## config.mk

```make
export PLATFORM = sky130hd
export DESIGN_NAME = bp_fcs_gen
export DESIGN_NICKNAME = d
export VERILOG_FILES = /design/src/rtl/bp_pkg.sv /design/src/rtl/bp_idle_timer.sv /design/src/rtl/bp_ctrl.sv /design/src/rtl/bp_tx_drv.sv /design/src/rtl/bp_fcs_gen.sv
export SDC_FILE = /design/constraint.sdc
export NUM_CORES = 1
export LEC_CHECK = 0
export ABC_AREA = 1
export BUFFER_PORTS_ARGS = -buffer_cell sky130_fd_sc_hd__buf_2
export CORE_AREA = 2 2 39 41
export CTS_BUF_LIST = sky130_fd_sc_hd__clkbuf_4
export DETAILED_ROUTE_END_ITERATION = 10
export DIE_AREA = 0 0 41 43
export PLACE_DENSITY = 0.49
export RECOVER_POWER = 100
export SLEW_MARGIN = 20
export SYNTH_ARGS = -nofsm -noshare
export SYNTH_HDL_FRONTEND = slang
export SYNTH_HIERARCHICAL = 1
export SYNTH_SLANG_ARGS = --single-unit
```

## constraint.sdc

```tcl
create_clock -name clk_i -period 1.46 [get_ports clk_i]
set_clock_uncertainty 0.05 [all_clocks]
set_input_delay 0.146 -clock clk_i [delete_from_list [all_inputs] [get_ports clk_i]]
set_output_delay 0.146 -clock clk_i [all_outputs]
set_load 0.01 [all_outputs]
```

## src/rtl/bp_pkg.sv

```systemverilog
package bp_pkg;
  localparam int unsigned NIB_W = 4;
  localparam logic [NIB_W-1:0] JAM_NIB = 4'b0101;
  typedef enum logic [1:0] {
    ST_QUIET = 2'd0,
    ST_YIELD = 2'd1,
    ST_JAM   = 2'd2
  } bp_state_e;
endpackage

```

## src/rtl/bp_idle_timer.sv

```systemverilog
module bp_idle_timer #(
  parameter int unsigned GAP_CYC = 11,
  localparam int unsigned CNT_W = $clog2(GAP_CYC + 1)
) (
  input  logic clk_i,
  input  logic rst_ni,
  input  logic clr_i,
  output logic gap_done_o
);
  logic [CNT_W-1:0] cnt_q;

  always_ff @(posedge clk_i or negedge rst_ni) begin
    if (!rst_ni)                      cnt_q <= '0;
    else if (clr_i)                   cnt_q <= '0;
    else if (cnt_q != CNT_W'(GAP_CYC)) cnt_q <= cnt_q + 1'b1;
  end

  assign gap_done_o = (cnt_q == CNT_W'(GAP_CYC));
endmodule

```

## src/rtl/bp_ctrl.sv

```systemverilog
module bp_ctrl
  import bp_pkg::*;
(
  input  logic clk_i,
  input  logic rst_ni,
  input  logic congest_i,
  input  logic crs_i,
  input  logic pend_i,
  input  logic gap_done_i,
  output logic jam_o,
  output logic timer_clr_o
);
  bp_state_e st_q, st_d;

  always_comb begin
    st_d = st_q;
    unique case (st_q)
      ST_QUIET: begin
        if (gap_done_i && !crs_i) begin
          if (pend_i)         st_d = ST_YIELD;
          else if (congest_i) st_d = ST_JAM;
        end
      end
      ST_YIELD: if (crs_i) st_d = ST_QUIET;
      ST_JAM:   if (!congest_i) st_d = ST_QUIET;
      default:  st_d = ST_QUIET;
    endcase
  end

  always_ff @(posedge clk_i or negedge rst_ni) begin
    if (!rst_ni) st_q <= ST_QUIET;
    else         st_q <= st_d;
  end

  assign jam_o       = (st_q == ST_JAM);
  // own carrier counts as busy medium
  assign timer_clr_o = crs_i || jam_o;
endmodule

```

## src/rtl/bp_tx_drv.sv

```systemverilog
module bp_tx_drv
  import bp_pkg::*;
(
  input  logic             jam_i,
  output logic             tx_en_o,
  output logic [NIB_W-1:0] txd_o
);
  assign tx_en_o = jam_i;
  assign txd_o   = jam_i ? JAM_NIB : '0;
endmodule

```

## src/rtl/bp_fcs_gen.sv

```systemverilog
module bp_fcs_gen #(
  parameter int unsigned GAP_BITS = 44,
  localparam int unsigned GAP_CYC = GAP_BITS / bp_pkg::NIB_W
) (
  input  logic       clk_i,
  input  logic       rst_ni,
  input  logic       congest_i,
  input  logic       crs_i,
  input  logic       pend_i,
  output logic       tx_en_o,
  output logic [3:0] txd_o
);
  logic gap_done, jam, timer_clr;

  bp_idle_timer #(.GAP_CYC(GAP_CYC)) u_timer (
    .clk_i(clk_i), .rst_ni(rst_ni), .clr_i(timer_clr), .gap_done_o(gap_done)
  );

  bp_ctrl u_ctrl (
    .clk_i(clk_i), .rst_ni(rst_ni), .congest_i(congest_i), .crs_i(crs_i),
    .pend_i(pend_i), .gap_done_i(gap_done), .jam_o(jam), .timer_clr_o(timer_clr)
  );

  bp_tx_drv u_drv (.jam_i(jam), .tx_en_o(tx_en_o), .txd_o(txd_o));
endmodule

```

; ---- Word-level counts from Yosys, hierarchy flattened
; Index checks and enable logic that the tools add are counted.
[word_totals]
wordCells = 26
latchBits = 0
out_inout_bits = 5
ram_bits = 0
romBits = 0
input_bits = 5
n_memories = 0
register_bits = 6
[classes]
multipliers = 0
div_mod_pow = 0
muxes = 9
addsub = 1
n_eq_ne = 8
magnitude_cmp = 0
n_reduce_logical = 6
n_bitwise = 0
shift = 0
[op_table]
columns = op, count
row1 = $mux W2, 5
row2 = $mux W4, 2
row3 = $pmux W2 S3, 1
row4 = $add A4 B1 Y4 const B, 1
row5 = $eq A4 B4 Y1 const B, 1
row6 = $ne A2 B2 Y1 const B, 2
row7 = $ne A4 B4 Y1 const B, 1
row8 = $reduce_and A4 Y1, 1
row9 = $mux W3, 1
row10 = $ne A3 B3 Y1 const B, 1
row11 = $eq A2 B1 Y1 const B, 1
row12 = $eq A2 B2 Y1 const B, 1
row13 = $logic_not A2 Y1, 1
row14 = $ne A2 B1 Y1 const B, 1
row15 = $reduce_bool A2 Y1, 1
row16 = $logic_and A1 B1 Y1, 1
row17 = $logic_not A1 Y1, 1
row18 = $logic_or A1 B1 Y1, 1

; ---- Longest topological paths before layout
; Gate-level depths: netlist (run 1).
[logic_depth]
ltp_word = 4
ltp_mapped = 9
depth_no_buf = 9

; ---- Modules after synthesis
; Netlist (run 1), hierarchy kept.
[modules_own_cells]
columns = module, area_per_inst_um2, cells_each, n_inst, seq_area_each_um2
row1 = bp_idle_timer, 210.2, 25, 1, 100.1
row2 = bp_ctrl, 146.4, 26, 1, 50.0
row3 = bp_tx_drv, 41.3, 6, 1, 0.0

; ---- Worst setup path after synthesis (run 1)
; Ideal clock, no wire load.
[synth_timing]
kind = reg2reg
startpoint = reg u_timer.cnt_q[0]
endpoint = reg u_ctrl.st_q[0]
setup_time_ns = 0.066
path_stages_with_launch = 10
arrival_ns = 1.095
setup_slack_ns = 0.249
n_path_buf = 0
t_required_ns = 1.344
period_less_slack_ns = 1.211
cell_sequence = dfrtp_1 ha_1 nand2_2 nor2_2 inv_1 nor2_1 nand2_1 nand2_1 nand3_1 nand2_1
[synth_between]
elab_chain_cells = 4
[synth_rtl]
columns = element, line_no
row1 = start: declaration, bp_idle_timer.sv:10  ; logic [CNT_W-1:0] cnt_q;
row2 = start signal: assignment, bp_idle_timer.sv:15  ; else if (cnt_q != CNT_W'(GAP_CYC)) cnt_q <= cnt_q + 1'b1;
row3 = $eq A4 B4 Y1, bp_idle_timer.sv:18  ; assign gap_done_o = (cnt_q == CNT_W'(GAP_CYC));
row4 = via gap_done, bp_fcs_gen.sv:13  ; logic gap_done, jam, timer_clr;
row5 = $logic_and A1 B1 Y1, bp_ctrl.sv:19  ; if (gap_done_i && !crs_i) begin
row6 = $ne A2 B1 Y1 (no line), n/a
row7 = $reduce_and A4 Y1 (no line), n/a
row8 = end signal: assignment, bp_ctrl.sv:32  ; else st_q <= st_d;
row9 = end: declaration, bp_ctrl.sv:13  ; bp_state_e st_q, st_d;
; The timed path passes the listed nets, and every way through them passes these cells.
; A chain may end at the register's enable or synchronous reset.

; ---- Final worst setup path (run 1)
[layout_timing]
startpoint = reg u_timer.cnt_q[1]
endpoint = reg u_ctrl.st_q[0]
; Same word-level chain as after synthesis.

==> flow_metrics.py, run 1 <==
metrics = {
    "finish": {
        "nets": 72,
        "mostFrequentLayoutCells": "inv_1 (11), nand2_1 (11), nand3_1 (9)",
        "fin_util_pct": 33.3,
        "final_cell_count_no_fill": 80,
        "diodes": 0,
        "drive_gt1_share_pct": 15.6,
        "synthToLayoutAreaGrowth_pct": 15.7,
    },
    "clocking": {
        "worst_skew_pair.late_latency_ps": 250,
        "cts_buffers": 3,
        "cts_tree": "yes",
        "cts.sinks": 6,
        "htreeDepth": 1,
        "clockBufferDepth": 2,
        "clk_pin_slew_ps": 50,
        "cts.root.buffer_cell": "clkbuf_4",
    },
    "worst_setup_path": {
        "crit_top_cell": "nand2_1",
        "worst-setup-path-type": "reg2reg",
        "worstReg2RegStart": "u_timer/cnt_q[1]",
        "critPathMaxStageDelay_ps": 420,
        "path_buf_inv": 1,
        "start_kind": "flip-flop",
        "ff2ff_path_depth": 9,
        "setup.worst_path.end_class": "flip-flop",
        "r2r_slack_ps": 180,
        "cp_top_family": "simple AND/OR/NAND/NOR gates",
        "cp_max_fo": 4,
        "cp_cell_sequence": "ha_4 > nand2_2 > nor2_2 > inv_1 > nor2_1 > nand2_1 > nand2_1 > nand3_1 > nand2_1",
        "arrival_ps": 1410,
        "required_ps": 1590,
        "slowest_stage": "dfrtp_1",
        "rr_endpoint": "u_ctrl/st_q[0]",
    },
    "yosys": {
        "yosys_register_bits": 6,
        "yosys.area.top_type": "dfrtp_1",
        "synthTopCellsByArea": "dfrtp_1 (38%), nand3_1 (11%), inv_1 (10%), nand2_1 (10%), buf_4 (9.4%)",
        "synth_cell_type_count": 14,
        "netlist_area_um2": 398,
        "synthDominantCellAreaShare_pct": 37.7,
        "syn_inst": 57,
        "seq_area_frac_synth_pct": 37.7,
        "synth_area_per_cell_um2": 6.98,
        "yosysWarnings": 6,
    },
    "placed_design": {
        "dp_hpwl_um": 517,
        "gp_congestion": 0.659,
        "dp_cells": 76,
        "portBuffers": 7,
        "dp_slack_ps": 122,
    },
    "die": {
        "die-area_um2": 1760,
        "start_util_pct": 28.8,
        "io_pins": 10,
        "die_h_um": 43,
        "die_w_um": 41,
        "coreArea_um2": 1380,
        "num_rows": 14,
    },
    "drt": {
        "dr.first_iter.drc_count": 7,
        "drtAntennaViolNets": 0,
        "vias": 351,
        "avgViaCountPerCell": 4.39,
        "wl_um": 719,
        "wl_per_cell_um": 8.99,
        "dr.pass1.iters": 4,
        "drc": 0,
    },
    "power_and_ir_drop": {
        "p_sw_share_pct": 40.4,
        "p_switching_mw": 0.275,
        "p_per_area_nw_per_um2": 1480,
        "p_comb_share_pct": 37.5,
        "p_int_mw": 0.406,
        "ir_drop_mv": 0.469,
        "clkPwrFrac_pct": 23.0,
        "leakage_nw": 0.244,
        "seqPwrFrac_pct": 39.5,
    },
    "sta": {
        "setup_viol": 0,
        "min_period_ps": 1280,
        "finalCritPeriodShare_pct": 87.7,
        "rsz0062_at_grt": "false",
        "max_freq_ghz": 0.781,
        "setup_ws_ps": 180,
        "hold_viol_final": 0,
        "drv_slew": 0,
        "finalSetupTns_ps": 0,
    },
    "worst_hold_path": {
        "hold_path_end": "u_ctrl/st_q[1]",
        "worstHoldPathType": "in2reg",
        "min_path_cells": 4,
        "min_from": "pend_i",
    },
    "global_routing": {
        "antenna_found_initial": 0,
        "grt_pass1_wl_um": 1150,
        "grt-ovfl-total": 0,
        "grt_start_max_net_pins": 7,
        "grt_pass1_vias": 305,
        "grt_usage_pct": 10.2,
    },
    "run_status": {
        "status": "completed",
    },
    "flow_run": {
        "cap_violations": 0,
    },
}
power by group through the flow:
| stage | Sequential [mW] | Combinational, mW | Clock (mW) |
|---|---|---|---|
| after floorplan | 0.252 | 0.236 | 0 |
| after global placement | 0.262 | 0.250 | 0 |
| after detailed placement | 0.261 | 0.249 | 0 |
| after CTS | 0.259 | 0.252 | 0.166 |
| after global routing | 0.275 | 0.307 | 0.169 |
| final | 0.269 | 0.255 | 0.156 |
Yosys cell counts:
library cell / n
xnor2_1: 1
o21ai_0: 1
conb_1: 1
nand2_1: 11
nor2_1: 7
ha_1: 1
nand2_2: 1
nand3b_1: 1
dfrtp_1: 6
nand4_1: 1
nor2_2: 1
buf_4: 5
inv_1: 11
nand3_1: 9
state kept, by name (all words and copies together), names as in the netlist:
| signal | flops |
|---|---|
| u_ctrl/st_q | 2 |
| u_timer/cnt_q | 4 |
metrics by stage:
| step | hold slack (ps) | total power, mW | area (um^2) |
|---|---|---|---|
| detailed placement | -71.0 | 0.510 | 419 |
| global placement | -73.7 | 0.512 | 419 |
| floorplan | -200 | 0.488 | 402 |
| global route | 145 | 0.751 | 460 |
| CTS | 113 | 0.677 | 452 |
| finish | 122 | 0.681 | 460 |
timing repair:
item,CTS,global route
hold buffers,1,0
resized for setup,0,3
hold endpoints to repair,6,0
buffers inserted,0,0
endpoints found under the setup margin,0,2
kinds of logic (layout without fill, tap and decap cells):
| kind of cell | Yosys count | in the layout | share of synthesized area (%) |
|---|---|---|---|
| XOR/XNOR | 1 | 1 | 2.20 |
| buffers and inverters | 16 | 22 | 19.8 |
| AND/OR/NAND/NOR | 31 | 31 | 34.9 |
| adder cells (fa/ha/maj) | 1 | 1 | 3.14 |
| flip-flops | 6 | 6 | 37.7 |
| other | 1 | 2 | 0.942 |
| AO/OA/AOI/OAI | 1 | 1 | 1.26 |
worst max-delay path by stage:
| stage | from | to | slack, ps | depth (start not counted) |
|---|---|---|---|---|
| floorplan | u_timer/cnt_q[0] | u_ctrl/st_q[0] | 250 | 9 |
| global placement | u_timer/cnt_q[0] | u_ctrl/st_q[0] | 110 | 9 |
| detailed placement | u_timer/cnt_q[0] | u_ctrl/st_q[1] | 120 | 9 |
| CTS | u_timer/cnt_q[0] | u_ctrl/st_q[1] | 110 | 9 |
| global route | u_timer/cnt_q[1] | u_ctrl/st_q[0] | 40 | 9 |
| finish | u_timer/cnt_q[1] | u_ctrl/st_q[0] | 180 | 9 |
cell type report:
type | instances | area [um^2]
clock buffers | 3 | 22.5
repair buffers | 8 | 40.0
flip-flops and latches | 6 | 151
multi-input cells | 36 | 185
inverters | 11 | 41.3
fillers | 155 | 923
well taps | 16 | 20.0
layer usage:
layer,global-route usage [%],up-vias,part of all wire [%]
li1,-,182,-
met1,13.5,159,48
met2,12.2,8,48
met3,3.14,2,3.6
met4,10.0,0,0.56
met5,0,-,0
worst reg2reg max path, stage by stage, from the launching register on:
cell,delay (ps)
dfrtp_1,420
ha_4,170
nand2_2,60
nor2_2,140
inv_1,50
nor2_1,80
nand2_1,50
nand2_1,70
nand3_1,70
nand2_1,50
No activity file was read; power rests on OpenSTA's default activity.
==> run 2, diff against run 1 <==
--- a/config.mk
+++ b/config.mk
@@ -7,10 +7,10 @@
 export LEC_CHECK = 0
 export ABC_AREA = 1
 export BUFFER_PORTS_ARGS = -buffer_cell sky130_fd_sc_hd__buf_2
-export CORE_AREA = 2 2 39 41
+export CORE_MARGIN = 2
+export CORE_UTILIZATION = 30
 export CTS_BUF_LIST = sky130_fd_sc_hd__clkbuf_4
 export DETAILED_ROUTE_END_ITERATION = 10
-export DIE_AREA = 0 0 41 43
 export PLACE_DENSITY = 0.49
 export RECOVER_POWER = 100
 export SLEW_MARGIN = 20
==> run 2 against run 1 <==
- fmax down 1.0%
- largest cell class unchanged
- sequential share of layout area down 0.26 points
- largest power group unchanged
- non-clock buffer count up 1
- wire length down 4.6%
- setup slack worse by 13 ps
- clock-buffer cell count unchanged
- power up 0.65%
- final area up 1.6%
==> flow_metrics.py, run 2 (same netlist as run 1, synthesis figures left out) <==
metrics = {
    "run_status": {
        "status": "completed",
    },
    "global_routing": {
        "grt_usage_pct": 11.4,
        "grt-ovfl-total": 0,
        "grt_pass1_vias": 287,
        "antenna_found_initial": 0,
        "grt_start_max_net_pins": 7,
        "grt_pass1_wl_um": 1110,
    },
    "drt": {
        "dr.first_iter.drc_count": 7,
        "avgViaCountPerCell": 4.26,
        "wl_um": 686,
        "drc": 0,
        "drtAntennaViolNets": 0,
        "dr.pass1.iters": 4,
        "vias": 341,
        "wl_per_cell_um": 8.58,
    },
    "placed_design": {
        "gp_congestion": 0.623,
        "dp_slack_ps": 95.3,
        "dp_hpwl_um": 523,
        "portBuffers": 7,
    },
    "clocking": {
        "htreeDepth": 1,
        "cts.root.buffer_cell": "clkbuf_4",
        "cts_tree": "yes",
        "clockBufferDepth": 2,
        "cts_buffers": 3,
        "worst_skew_pair.late_latency_ps": 240,
        "clk_pin_slew_ps": 40,
        "cts.sinks": 6,
    },
    "finish": {
        "synthToLayoutAreaGrowth_pct": 17.6,
        "nFillCells": 151,
        "diodes": 0,
        "top_regs": "u_timer/cnt_q (4), u_ctrl/st_q (2)",
        "nets": 73,
        "top_register": "u_timer/cnt_q",
        "mostFrequentLayoutCells": "inv_1 (11), nand2_1 (11), nand3_1 (9)",
        "drive_gt1_share_pct": 18.5,
        "largest_reg_flops": 4,
    },
    "power_and_ir_drop": {
        "p_per_area_nw_per_um2": 1460,
        "ir_drop_mv": 0.624,
        "leakage_nw": 0.248,
        "total_power_mw": 0.685,
    },
    "worst_setup_path": {
        "start_kind": "flip-flop",
        "critPathMaxStageDelay_ps": 410,
        "setup.worst_path.end_class": "flip-flop",
        "cp_max_fo": 5,
        "required_ps": 1590,
        "arrival_ps": 1420,
        "crit_top_cell": "nand2_1",
        "cp_cell_sequence": "ha_4 > nand2_2 > nor2_2 > inv_1 > nor2_1 > nand2_1 > nand2_1 > nand3_1 > nand2_1",
        "worst-setup-path-type": "reg2reg",
        "slowest_stage": "dfrtp_2",
    },
    "sta": {
        "max_freq_ghz": 0.773,
        "hold_viol_final": 0,
        "finalCritPeriodShare_pct": 88.6,
        "rsz0062_at_grt": "false",
        "finalSetupTns_ps": 0,
        "setup_ws_ps": 167,
        "setup_viol": 0,
        "drv_slew": 0,
        "min_period_ps": 1290,
    },
    "die": {
        "io_pins": 10,
        "die_h_um": 40.4,
        "coreArea_um2": 1270,
        "num_rows": 13,
        "die_w_um": 40.4,
        "die-area_um2": 1630,
        "start_util_pct": 31.4,
    },
    "worst_hold_path": {
        "worstHoldPathType": "in2reg",
    },
    "flow_run": {
        "cap_violations": 0,
    },
}
[run 2: changes by cell type in the layout (fill, tap and decap cells not counted)]
cell,delta
dfrtp_2,+1
buf_4,+1
dfrtp_1,-1
[run 2: path summary, 6_finish.rpt]
kind / end / cells past startpoint / startpoint / slack (ps)
min reg2reg: u_ctrl/st_q[1] / 2 / u_ctrl/st_q[1] / 520
min: u_ctrl/st_q[1] / 4 / pend_i / 130
max: u_ctrl/st_q[0] / 9 / u_timer/cnt_q[0] / 170
max in group asynchronous: u_timer/cnt_q[1] / 2 / rst_ni / 840
min in group asynchronous: u_timer/cnt_q[2] / 2 / rst_ni / 260
max reg2reg: u_ctrl/st_q[0] / 9 / u_timer/cnt_q[0] / 170
[run 2: metrics by stage]
stage	area, um^2	util (%)	std cells	hold slack (ps)
5_1_grt	468	36.9	80	154
3_3_place_gp	418	32.9	75	-70.1
6_report	468	36.9	80	132
3_5_place_dp	418	32.9	75	-74.1
2_1_floorplan	402	-	58	-200
4_1_cts	450	35.5	79	127
[run 2: what timing repair did]
item / in CTS / in global routing
setup endpoints to repair: 0 / 2
hold buffers: 1 / 0
endpoints found under the hold margin: 6 / 0
gates resized for setup: 0 / 4
buffers inserted: 0 / 1
[run 2: cell type report]
type | instances | area [um^2] | share of cell area [%]
timing repair buffer | 9 | 47.5 | 10.2
tap | 15 | 18.8 | 4.01
sequential | 6 | 153 | 32.6
clock buffer | 3 | 22.5 | 4.81
multi-input combinational | 36 | 185 | 39.6
inverter | 11 | 41.3 | 8.82
[run 2: where the power goes]
| part | switching [mW] | internal [mW] | total [mW] | leakage, nW |
|---|---|---|---|---|
| clock network | 0.0568 | 0.0928 | 0.150 | 0.0138 |
| logic | 0.156 | 0.107 | 0.263 | 0.156 |
| registers | 0.0571 | 0.216 | 0.273 | 0.0778 |
[run 2: worst max-delay path: cells and delay by family (launching register included)]
kind | cells | cell delay [ps]
DFF | 1 | 410
and+or+nand+nor | 7 | 560
adders and majority gates | 1 | 170
buffers and inverters | 1 | 50
[run 2: per-layer routing]
| metal | GRT usage [%] | routed length [um] | vias to the layer above |
|---|---|---|---|
| li1 | - | - | 184 |
| met1 | 12.5 | 327 | 151 |
| met2 | 15.1 | 320 | 6 |
| met3 | 10.0 | 37 | 0 |
| met4 | 5.00 | 0 | 0 |
| met5 | 0 | 0 | - |
==> run 3, diff against run 2 <==
--- a/config.mk
+++ b/config.mk
@@ -5,13 +5,12 @@
 export SDC_FILE = /design/constraint.sdc
 export NUM_CORES = 1
 export LEC_CHECK = 0
-export ABC_AREA = 1
 export BUFFER_PORTS_ARGS = -buffer_cell sky130_fd_sc_hd__buf_2
-export CORE_MARGIN = 2
-export CORE_UTILIZATION = 30
+export CORE_AREA = 2 2 39 41
 export CTS_BUF_LIST = sky130_fd_sc_hd__clkbuf_4
 export DETAILED_ROUTE_END_ITERATION = 10
-export PLACE_DENSITY = 0.49
+export DIE_AREA = 0 0 41 43
+export PLACE_DENSITY = 0.46
 export RECOVER_POWER = 100
 export SLEW_MARGIN = 20
 export SYNTH_ARGS = -nofsm -noshare
==> run 3 against run 2 <==
- largest cell class unchanged
- fmax fell by 8.1%
- die area rose by 7.9%
- cell count fell by 28%
- largest power group unchanged
- final area fell by 10%
- clock-buffer cell count did not move
- clock power rose by 11%
- synthesized area fell by 9.7%
- core utilization fell by 6.6 points
==> flow_metrics.py, run 3 <==
metrics = {
    "run_status": {
        "status": "completed",
    },
    "global_routing": {
        "grt_usage_pct": 10.5,
        "grt_pass1_wl_um": 1130,
        "antenna_found_initial": 0,
        "grt-ovfl-total": 0,
        "grt_pass1_vias": 268,
        "grt_start_max_net_pins": 8,
    },
    "yosys": {
        "synthTopCellsByCount": "dfrtp_1 (6), buf_4 (5)",
        "synth-edff-count": 0,
        "synth_area_per_cell_um2": 10.6,
        "synthTopCellsByArea": "dfrtp_1 (42%), buf_4 (10%), mux2_4 (4.2%), nor2b_4 (3.8%), ha_1 (3.5%)",
        "synthDominantCellAreaShare_pct": 41.8,
        "yosys.area.top_type": "dfrtp_1",
        "yosysWarnings": 6,
        "syn_inst": 34,
        "netlist_area_um2": 359,
        "synth_cell_type_count": 21,
        "yosys_register_bits": 6,
        "synth_most_common_cell": "dfrtp_1",
        "synth_flop_cell": "dfrtp_1",
        "seq_area_frac_synth_pct": 41.8,
        "synthArstFlopShare_pct": 100,
    },
    "worst_setup_path": {
        "arrival_ps": 1500,
        "required_ps": 1550,
        "worst-setup-path-type": "reg2reg",
        "critPathMaxStageDelay_ps": 400,
        "cp_max_fo": 4,
        "start_kind": "flip-flop",
        "slowest_stage": "dfrtp_1",
        "setup.worst_path.end_class": "flip-flop",
        "cp_cell_sequence": "ha_1 > and3b_2 > nor3b_2 > o211a_1",
    },
    "die": {
        "die_w_um": 41,
        "start_util_pct": 25.9,
        "die_h_um": 43,
        "num_rows": 14,
        "die-area_um2": 1760,
        "io_pins": 10,
        "coreArea_um2": 1380,
    },
    "sta": {
        "drv_slew": 0,
        "finalCritPeriodShare_pct": 96.4,
        "hold_viol_final": 0,
        "hold_slack_ps": 37.4,
        "max_freq_ghz": 0.711,
        "setup_ws_ps": 52.8,
        "rsz0062_at_grt": "false",
        "setup_viol": 0,
        "min_period_ps": 1410,
        "finalSetupTns_ps": 0,
    },
    "clocking": {
        "worst_skew_pair.late_latency_ps": 260,
        "cts.root.buffer_cell": "clkbuf_4",
        "htreeDepth": 1,
        "clockBufferDepth": 2,
        "clk_pin_slew_ps": 50,
        "cts_tree": "yes",
        "cts.sinks": 6,
        "cts_buffers": 3,
    },
    "finish": {
        "synthToLayoutAreaGrowth_pct": 16.7,
        "diodes": 0,
        "mostFrequentLayoutCells": "dfrtp_1 (6), clkbuf_4 (4), buf_2 (4)",
        "final_common_cell": "dfrtp_1",
        "nets": 50,
        "multi_input_area_um2": 174,
        "top_regs": "u_timer/cnt_q (4), u_ctrl/st_q (2)",
        "register_area_um2": 150,
        "top_register": "u_timer/cnt_q",
        "nFillCells": 151,
        "largest_reg_flops": 4,
        "drive_gt1_share_pct": 28.6,
    },
    "drt": {
        "drc": 0,
        "avgViaCountPerCell": 4.55,
        "dr.pass1.iters": 4,
        "wl_um": 752,
        "drtAntennaViolNets": 0,
        "vias": 264,
        "dr.first_iter.drc_count": 3,
        "wl_per_cell_um": 13.0,
    },
    "flow_run": {
        "cap_violations": 0,
    },
    "power_and_ir_drop": {
        "ir_drop_mv": 0.330,
        "leakage_nw": 0.199,
        "p_per_area_nw_per_um2": 911,
    },
    "placed_design": {
        "dp_slack_ps": 43.0,
        "gp_congestion": 0.603,
        "dp_hpwl_um": 552,
        "portBuffers": 7,
    },
    "worst_hold_path": {
        "worstHoldPathType": "in2reg",
    },
}
run 3: cell types whose count changed in the layout (fill, tap and decap cells not counted), sizes merged, moves of 3 or more:
| cell | before | now |
|---|---|---|
| nor2b | 0 | 3 |
| nand3 | 9 | 1 |
| nand2 | 12 | 0 |
| inv | 11 | 1 |
| nor2 | 8 | 2 |
run 3: routing by layer:
layer	vias to the layer above	global-route usage, %	share of wire [%]
met2	9	15.9	53
met3	3	4.71	5.2
met4	0	8.00	3.2
li1	122	-	-
met1	130	10.5	38
met5	-	0	0
run 3: repair_timing:
action	CTS	global route
setup buffers	0	1
hold endpoints to repair	6	0
gates resized for setup	0	2
hold buffers	1	0
endpoints found under the setup margin	0	1
run 3: cells by family after synthesis:
group | count (synthesis) | share of synthesized area [%]
AND/OR/NAND/NOR | 14 | 26.5
buffers and inverters | 6 | 11.5
flip-flops | 6 | 41.8
AO/OA/AOI/OAI | 3 | 5.58
multiplexers | 3 | 10.1
adder cells (fa/ha/maj) | 1 | 3.48
other | 1 | 1.04
run 3: worst paths after layout:
check | from | to | slack (ps) | cells after the start
setup / recovery | u_timer/cnt_q[0] | u_ctrl/st_q[1] | 50 | 4
hold reg to reg | u_ctrl/st_q[1] | u_ctrl/st_q[0] | 450 | 1
max in group asynchronous | rst_ni | u_timer/cnt_q[2] | 840 | 2
hold / removal | crs_i | u_ctrl/st_q[0] | 40 | 2
min in group asynchronous | rst_ni | u_ctrl/st_q[1] | 260 | 2
setup reg to reg | u_timer/cnt_q[0] | u_ctrl/st_q[1] | 50 | 4
run 3: cell type report:
type                    instances  area share (%)
repair buffers                  9            11.6
clock buffers                   3            5.37
multi-input cells              23            41.5
inverters                       1           0.896
well taps                      16            4.78
flip-flops and latches          6            35.8
run 3: worst max-delay path: cells and delay by family (launching register included):
| kind | cells | cell delay, ps |
|---|---|---|
| compound gates | 1 | 210 |
| simple gates | 2 | 390 |
| fa+ha+maj | 1 | 230 |
| flops | 1 | 400 |
run 3: where the power goes:
| part | total, mW | internal (mW) | switching [mW] |
|---|---|---|---|
| clock | 0.167 | 0.0939 | 0.0733 |
| sequential | 0.179 | 0.173 | 0.00598 |
| combinational | 0.0352 | 0.0164 | 0.0188 |
run 3: metrics by stage:
step | cell area (um^2) | cells | power (mW) | util, %
2_1_floorplan | 363 | 35 | 0.206 | -
3_3_place_gp | 380 | 53 | 0.214 | 27.5
3_5_place_dp | 380 | 53 | 0.217 | 27.5
4_1_cts | 413 | 57 | 0.389 | 29.8
5_1_grt | 419 | 58 | 0.399 | 30.3
6_report | 419 | 58 | 0.382 | 30.3
